### config.mk
export PLATFORM = sky130hd
export DESIGN_NAME = fbdiv_buildout
export DESIGN_NICKNAME = d
export VERILOG_FILES = /design/src/rtl/fbdiv_pkg.sv /design/src/rtl/fbdiv_cfg.sv /design/src/rtl/fbdiv_pbo_ctrl.sv /design/src/rtl/fbdiv_counter.sv /design/src/rtl/fbdiv_buildout.sv
export SDC_FILE = /design/constraint.sdc
export NUM_CORES = 1
export LEC_CHECK = 0
export BUFFER_PORTS_ARGS = -buffer_cell sky130_fd_sc_hd__buf_2
export CORE_UTILIZATION = 54
export DETAILED_ROUTE_END_ITERATION = 16
export GPL_ROUTABILITY_DRIVEN = 0
export PLACE_DENSITY = 0.76
export SLEW_MARGIN = 10
export SYNTH_ARGS = -nofsm -noshare
export SYNTH_HDL_FRONTEND = slang
export SYNTH_SLANG_ARGS = --single-unit
export TNS_END_PERCENT = 100
### constraint.sdc
create_clock -name clk_i -period 4.65 [get_ports clk_i]
set_clock_uncertainty 0.2 [all_clocks]
set_input_delay 0.2325 -clock clk_i [delete_from_list [all_inputs] [get_ports clk_i]]
set_output_delay 0.2325 -clock clk_i [all_outputs]
set_load 0.01 [all_outputs]
### src/rtl/fbdiv_pkg.sv
package fbdiv_pkg;
  localparam int unsigned SEL_W  = 4;
  localparam int unsigned LG_W   = 4;
  localparam int unsigned MAX_LG = 9;
  localparam int unsigned CNT_W  = MAX_LG;

  typedef struct packed {
    logic            test;
    logic [LG_W-1:0] lg;
  } div_cfg_t;

  localparam div_cfg_t CFG_RESET = '{test: 1'b1, lg: '0};

  // select code -> log2 of divide ratio
  function automatic div_cfg_t decode_sel(input logic [SEL_W-1:0] code,
                                          input logic [LG_W-1:0]  row0_base);
    div_cfg_t c;
    logic [LG_W-1:0] twice_k;
    twice_k = LG_W'({code[1:0], 1'b0});
    c.test  = 1'b0;
    c.lg    = '0;
    case (code[3:2])
      2'b00:   c.lg = row0_base + twice_k;
      2'b01:   c.lg = twice_k + LG_W'(1);
      2'b10:   c.lg = twice_k;
      default: begin
        c.test = (code[1:0] == 2'b00);
        c.lg   = c.test ? '0 : twice_k - LG_W'(2);
      end
    endcase
    return c;
  endfunction
endpackage

### src/rtl/fbdiv_cfg.sv
module fbdiv_cfg
  import fbdiv_pkg::*;
#(
  parameter bit LOW_ROW_ALT = 1'b0
) (
  input  logic             clk_i,
  input  logic             rst_ni,
  input  logic [SEL_W-1:0] sel_i,
  input  logic             tc_i,
  output div_cfg_t         cfg_q_o,
  output div_cfg_t         cfg_d_o
);
  logic [LG_W-1:0] row0_base;
  div_cfg_t        cfg_q;

  generate
    if (LOW_ROW_ALT) begin : g_row_alt
      assign row0_base = LG_W'(2);
    end else begin : g_row_std
      assign row0_base = LG_W'(3);
    end
  endgenerate

  // reload only at terminal count
  assign cfg_d_o = tc_i ? decode_sel(sel_i, row0_base) : cfg_q;
  assign cfg_q_o = cfg_q;

  always_ff @(posedge clk_i or negedge rst_ni) begin
    if (!rst_ni) cfg_q <= CFG_RESET;
    else         cfg_q <= cfg_d_o;
  end

  p_cfg_only_at_tc_r5: assert property (@(posedge clk_i) disable iff (!rst_ni)
    !tc_i |=> $stable(cfg_q));
endmodule

### src/rtl/fbdiv_pbo_ctrl.sv
module fbdiv_pbo_ctrl #(
  parameter int unsigned FRAC_W = 3
) (
  input  logic              clk_i,
  input  logic              rst_ni,
  input  logic              en_i,
  input  logic              resel_i,
  input  logic              ref_edge_i,
  input  logic [FRAC_W-1:0] ref_frac_i,
  output logic              load_o,
  output logic              early_o
);
  localparam logic [FRAC_W-1:0] FRAC_HALF = FRAC_W'(2 ** (FRAC_W - 1));

  logic pending_q, pending_d;

  assign load_o    = en_i & pending_q & ref_edge_i;
  // tie rounds to the earlier oscillator edge
  assign early_o   = (ref_frac_i <= FRAC_HALF);
  assign pending_d = en_i & (resel_i | (pending_q & ~ref_edge_i));

  always_ff @(posedge clk_i or negedge rst_ni) begin
    if (!rst_ni) pending_q <= 1'b0;
    else         pending_q <= pending_d;
  end

  p_cancel_on_disable_r9: assert property (@(posedge clk_i) disable iff (!rst_ni)
    !en_i |=> !pending_q);

  p_one_shot_r8: assert property (@(posedge clk_i) disable iff (!rst_ni)
    (load_o && !resel_i) |=> !load_o);
endmodule

### src/rtl/fbdiv_counter.sv
module fbdiv_counter
  import fbdiv_pkg::*;
(
  input  logic     clk_i,
  input  logic     rst_ni,
  input  div_cfg_t cfg_q_i,
  input  div_cfg_t cfg_d_i,
  input  logic     load_i,
  input  logic     early_i,
  output logic     tc_o,
  output logic     fb_o
);
  logic [CNT_W-1:0] cnt_q, cnt_d, ld_val, top_nxt;
  logic [CNT_W:0]   m_cur, m_nxt, half_nxt;
  logic             fb_q, fb_d;

  assign m_cur    = (CNT_W + 1)'(1) << cfg_q_i.lg;
  assign m_nxt    = (CNT_W + 1)'(1) << cfg_d_i.lg;
  assign half_nxt = m_nxt >> 1;
  assign top_nxt  = CNT_W'(m_nxt - 1'b1);
  assign tc_o     = cfg_q_i.test | ({1'b0, cnt_q} == m_cur - 1'b1);

  // early: grid on previous edge, so this edge is already count 1
  assign ld_val = (cfg_d_i.test || !early_i || cfg_d_i.lg == '0) ? '0 : CNT_W'(1);

  always_comb begin
    if (cfg_q_i.test)  cnt_d = cfg_d_i.test ? '0 : top_nxt;
    else if (load_i)   cnt_d = ld_val;
    else if (tc_o)     cnt_d = '0;
    else               cnt_d = cnt_q + 1'b1;
    fb_d = (cfg_q_i.test | cfg_d_i.test) ? 1'b0 : ({1'b0, cnt_d} < half_nxt);
  end

  always_ff @(posedge clk_i or negedge rst_ni) begin
    if (!rst_ni) begin
      cnt_q <= '0;
      fb_q  <= 1'b0;
    end else begin
      cnt_q <= cnt_d;
      fb_q  <= fb_d;
    end
  end

  assign fb_o = fb_q;

  p_rise_at_wrap_r2: assert property (@(posedge clk_i) disable iff (!rst_ni)
    $rose(fb_q) |-> (cnt_q == '0) || $past(load_i));

  p_load_window_r6: assert property (@(posedge clk_i) disable iff (!rst_ni)
    (load_i && !cfg_q_i.test && !cfg_d_i.test) |=> (cnt_q <= CNT_W'(1)));
endmodule

### src/rtl/fbdiv_buildout.sv
module fbdiv_buildout
  import fbdiv_pkg::*;
#(
  parameter bit          LOW_ROW_ALT = 1'b0,
  parameter int unsigned FRAC_W      = 3
) (
  input  logic              clk_i,
  input  logic              rst_ni,
  input  logic [SEL_W-1:0]  msel_i,
  input  logic              pbo_en_i,
  input  logic              resel_i,
  input  logic              ref_edge_i,
  input  logic [FRAC_W-1:0] ref_frac_i,
  output logic              fb_clk_o
);
  div_cfg_t cfg_q, cfg_d;
  logic     tc, load, early, fb_q;

  fbdiv_cfg #(.LOW_ROW_ALT(LOW_ROW_ALT)) u_cfg (
    .clk_i   (clk_i),
    .rst_ni  (rst_ni),
    .sel_i   (msel_i),
    .tc_i    (tc),
    .cfg_q_o (cfg_q),
    .cfg_d_o (cfg_d)
  );

  fbdiv_pbo_ctrl #(.FRAC_W(FRAC_W)) u_pbo (
    .clk_i      (clk_i),
    .rst_ni     (rst_ni),
    .en_i       (pbo_en_i),
    .resel_i    (resel_i),
    .ref_edge_i (ref_edge_i),
    .ref_frac_i (ref_frac_i),
    .load_o     (load),
    .early_o    (early)
  );

  fbdiv_counter u_cnt (
    .clk_i   (clk_i),
    .rst_ni  (rst_ni),
    .cfg_q_i (cfg_q),
    .cfg_d_i (cfg_d),
    .load_i  (load),
    .early_i (early),
    .tc_o    (tc),
    .fb_o    (fb_q)
  );

  // divide by one: clock passes straight through
  assign fb_clk_o = (!cfg_q.test && cfg_q.lg == '0) ? clk_i : fb_q;

  p_test_quiet_r4: assert property (@(posedge clk_i) disable iff (!rst_ni)
    cfg_q.test |-> !fb_clk_o);
endmodule

After elaboration in Yosys (flattened, before gate mapping)
Cells that the tools add are included.

Bits in registers: 16. Bits in latches: 0. Bits in writable memories: 0. Memory bits (read-only): 0. Input port bits: 12. Output and inout bits: 1. Logic and storage cells: 47. Memories kept: 0.

$add $sub $neg: 6. Multiply operators: 0. Div/mod/pow operators: 0. $lt $le $gt $ge: 2. Equality and inequality tests: 3. Shift operators: 2. Mux-type cells: 11. Bitwise logic cells: 8. Reductions and logical operators: 10.

Operators with widths (count): $mux W9 (4); $shl A1 B4 Y10 const A (2); $pmux W4 S3 (1); $eq A9 B10 Y1 (1); $sub A10 B1 Y10 const B (1); $add A9 B1 Y9 const B (1); $lt A9 B9 Y1 (1); $sub A9 B1 Y9 const B (1); $logic_not A4 Y1 (2); $mux W5 (1); $add A2 B3 Y4 const A (1); $add A3 B1 Y4 const B (1); $and A1 B1 Y1 (4); $logic_not A2 Y1 (2); $mux W1 (4); $mux W4 (1); $sub A3 B2 Y4 const B (1); $le A3 B3 Y1 const B (1); $or A1 B1 Y1 (3); $reduce_or A3 Y1 (1); $eq A2 B1 Y1 const B (1); $eq A2 B2 Y1 const B (1); $logic_not A1 Y1 (2); $logic_or A1 B1 Y1 (2); other kinds (2) (2).

Depth between registers and ports, before layout
Depth in word-level cells: 12. Gate-level depth with buffers: 23. Depth with buffers taken out: 20.

By module
From an unflattened synthesis, not the netlist that was laid out.

Cells, all modules: 192. Area total of the unflattened synthesis: 1612.8 µm².

By module, submodules not included: fbdiv_counter (instances 1, cells each 151, area an instance 1207.4 µm², seq. area each 250.2 µm²); fbdiv_cfg (instances 1, cells each 33, area an instance 331.6 µm², seq. area each 126.4 µm²); fbdiv_pbo_ctrl (instances 1, cells each 5, area an instance 51.3 µm², seq. area each 25.0 µm²); fbdiv_buildout (instances 1, cells each 3, area an instance 22.5 µm², seq. area each 0.0 µm²).

==> flow_summary_export.csv <==
group,metric,value,unit
logic_synthesis,synth-edff-count,0,
pwr,peakVddDrop,380,uV
floorplan,die_h,58.4,um
logic_synthesis,ys_ff_latch,16,
sta,rsz0062_at_grt,"yes",
critical_path,endpoint_kind,"flop",
critical_path,worstPathMaxFanout,6,
cells_and_area,finalNetCount,268,
floorplan,initial_core_util,56.8,%
hold_path,worstHoldStart,"msel_i[3]",
detailed_routing,drtPass1Iterations,6,
global_route,grt_pass1_vias,1852,
global_route,grt_antenna_before_repair,0,
clock_network,tritoncts,"done",
sta,max_freq,219,MHz
sta,hold_viol_final,0,
pwr,p_clk_share,9.2,%
critical_path,start_kind,"flop",
sta,max_slew_margin,64.5,%
critical_path,crit_chain,"nand2b_4 -> or3_4 -> ha_4 -> or3_1 -> a21o_1 -> o211ai_1 -> a31o_4 -> mux2_4 -> nand2_2 -> ha_4 -> o31a_1 -> a21oi_2 -> o41ai_2 -> ha_1 -> nand4_1 -> o21ai_1 -> a2111oi_2 -> o211ai_1 -> o2bb2ai_1",
floorplan,rows,20,
critical_path,regToRegStartpoint,"u_cfg.cfg_q_o[1]",
detailed_routing,wirelength,5250,um
place,dpl.cell_count,271,
floorplan,dieArea,0.00342,mm^2
sta,worst_pin_slew,0.532,ns
logic_synthesis,avgSynthCellArea,8.12,um^2
logic_synthesis,synthFlopType,"dfrtp_1",
critical_path,critPathMaxStageDelay,0.39,ns
cells_and_area,fin_cells,285,
detailed_routing,viasPerCell,6.49,
critical_path,reg2reg_depth,19,
pwr,swShare,49.0,%
detailed_routing,post-route-drc-count,0,
logic_synthesis,yosysWarnings,0,
clock_network,clk_latency,0.42,ns
cells_and_area,fin_util,70.0,%
cells_and_area,fillers,223,
place,io_buffers,12,
sta,maxSlewViolCount,0,
hold_path,min_path_cells,3,
pwr,p_leak,0.910,nW
detailed_routing,ant_nets,0,
floorplan,ios,13,
pwr,p_comb_share,75.0,%
critical_path,r2r_slack,0.08,ns
global_route,grt-ovfl-total,0,
global_route,track_usage,33.3,%
pwr,finalPower,0.00164,W
clock_network,clkTransAtPathRegs,0.11,ns
cells_and_area,antenna_cells,0,
floorplan,core,0.00303,mm^2
sta,setup_slack,0.0808,ns
logic_synthesis,syn_nets,238,
logic_synthesis,syn_area,0.00172,mm^2
critical_path,crit_slowest_cell,"dfrtp_1",
sta,holdWs,0.0357,ns
hold_path,holdPathEnd,"u_cfg.cfg_q_o[4]",
critical_path,worstPathArrival,4.72,ns
pwr,pwr-share-seq,15.8,%
detailed_routing,wl_per_cell,18.4,um
logic_synthesis,ys_seq_area_share,23.3,%
place,pre_cts_ws,-0.0691,ns
logic_synthesis,yosysUniqueCellTypes,57,
critical_path,crit_required,4.80,ns
hold_path,hp-class,"primary input to flop",
pwr,p_int,0.000839,W
critical_path,r2r_end,"u_cnt.fb_o",
detailed_routing,dr_total_vias,1851,
sta,finalCritPeriodShare,98.3,%
cells_and_area,area_delta_synth_final,23.1,%
pwr,powerDensity,776,mW/mm^2
sta,min_period,4.57,ns
status,status,"finished, final reports clean",
global_route,grt_pass1_wl,8460,um
place,hpwl,3760,um
detailed_routing,drtIter0Drc,142,
critical_path,worstSetupPathType,"flop to flop",
global_route,grt_max_degree,17,
sta,setup_violations,0,
logic_synthesis,syn_inst,212,
run,max_cap_viol_count,0,
floorplan,die_w,58.4,um
cells_and_area,layout-drive-gt1-share,26.1,%
pwr,switchingPower,0.000806,W
logic_synthesis,async_flop_share,100,%
power groups by stage:
| stage | sequential, W | clock [W] | combinational [W] |
|---|---|---|---|
| 6_report | 0.000260 | 0.000151 | 0.00123 |
| 5_1_grt | 0.000264 | 0.000159 | 0.00132 |
| 4_1_cts | 0.000256 | 0.000151 | 0.00118 |
| 3_5_place_dp | 0.000257 | 0.0000147 | 0.00105 |
| 3_3_place_gp | 0.000256 | 0.0000147 | 0.00101 |
| 2_1_floorplan | 0.000233 | 0.0000102 | 0.000768 |
logic make-up after synthesis:
kind of cell               count (synthesis)  share of synthesized area [%]
muxes                                      8                           5.53
xor gates and xnor gates                  12                           6.11
DFF                                       16                           23.3
AOI/OAI and AO/OA                         56                           24.3
buffers and inverters                     25                           7.05
and+or+nand+nor                           81                           23.5
adders and majority gates                 14                           10.2
synthesized netlist by cell type, types with 5 or more instances:
library cell   n  area share [%]
nand2_1       27             5.9
ha_1          14              10
a21oi_1        8             2.3
and3_1         5             1.8
nand3_1       11             3.2
o21ai_0       11             3.2
clkbuf_1       5             1.1
inv_1         13             2.8
nor2_1        13             2.8
dfrtp_1       15              22
xnor2_1        7             3.6
mux2i_1        5             2.9
xor2_1         5             2.5
layer usage:
layer  vias up  global-route usage, %  wire length [um]
li1        842                      -                 -
met1       841                   39.9              2020
met2       126                   52.4              2450
met3        42                   8.13               437
met4         0                   23.5               339
met5         -                      0                 0
flip-flops by register name, indices dropped and copies added, names as in the netlist:
signal / flops
u_pbo.pending_q: 1
u_cfg.cfg_q_o: 5
u_cnt.fb_o: 1
u_cnt.cnt_q: 9
what timing repair did:
item                                    4_1_cts  5_1_grt
endpoints found under the setup margin        1        1
hold buffers                                  4        0
endpoints found under the hold margin        18        0
resized for setup                            10        4
setup buffers                                 4        0
pin swaps                                     9        3
critical path, delay by kind of cell, from the launching register on:
family	cells	cell delay [ns]
adders and majority gates	3	0.66
AOI/OAI and AO/OA	10	1.91
and+or+nand+nor	5	0.99
DFF	1	0.39
muxes	1	0.33
per-stage QoR:
step	instance area, um^2	setup TNS, ns
after global routing	2120	-0.0871
after detailed placement	1920	-0.0691
final	2120	0
after floorplan	1770	-0.179
after global placement	1920	0
after CTS	2100	0
how the worst max path moves through the flow:
stage                          start         end  slack, ns  cells past startpoint
floorplan           u_cfg.cfg_q_o[1]  u_cnt.fb_o      -0.18                     22
global placement    u_cfg.cfg_q_o[2]  u_cnt.fb_o       0.05                     18
detailed placement  u_cfg.cfg_q_o[1]  u_cnt.fb_o      -0.07                     20
CTS                 u_cfg.cfg_q_o[1]  u_cnt.fb_o       0.01                     18
global route        u_cfg.cfg_q_o[0]  u_cnt.fb_o      -0.09                     17
finish              u_cfg.cfg_q_o[1]  u_cnt.fb_o       0.08                     19
layout by cell type, fill, tap and decap left out, drive strengths merged, types with 3 or more instances in the layout:
master	n
ha	14
or3	3
nand4	3
inv	13
nor2b	3
and3	5
nor2	13
nor3	4
xor2	5
o21ai	12
a211o	3
o211ai	3
nand3	11
clkbuf	7
nand2	27
a31oi	3
mux2i	6
dfrtp	15
a21oi	8
nand2b	3
xnor2	7
a21o	3
buf	29
dlygate4sd3	4
final cells by class:
class / instances / area, um^2 / share of cell area (%)
inverters: 14 / 57.6 / 2.72
well taps: 44 / 55.1 / 2.60
clock buffers: 8 / 63.8 / 3.01
flip-flops and latches: 16 / 403 / 19.0
multi-input cells: 171 / 1320 / 62.1
repair buffers: 32 / 223 / 10.5
(Power assumes the default switching activity.)
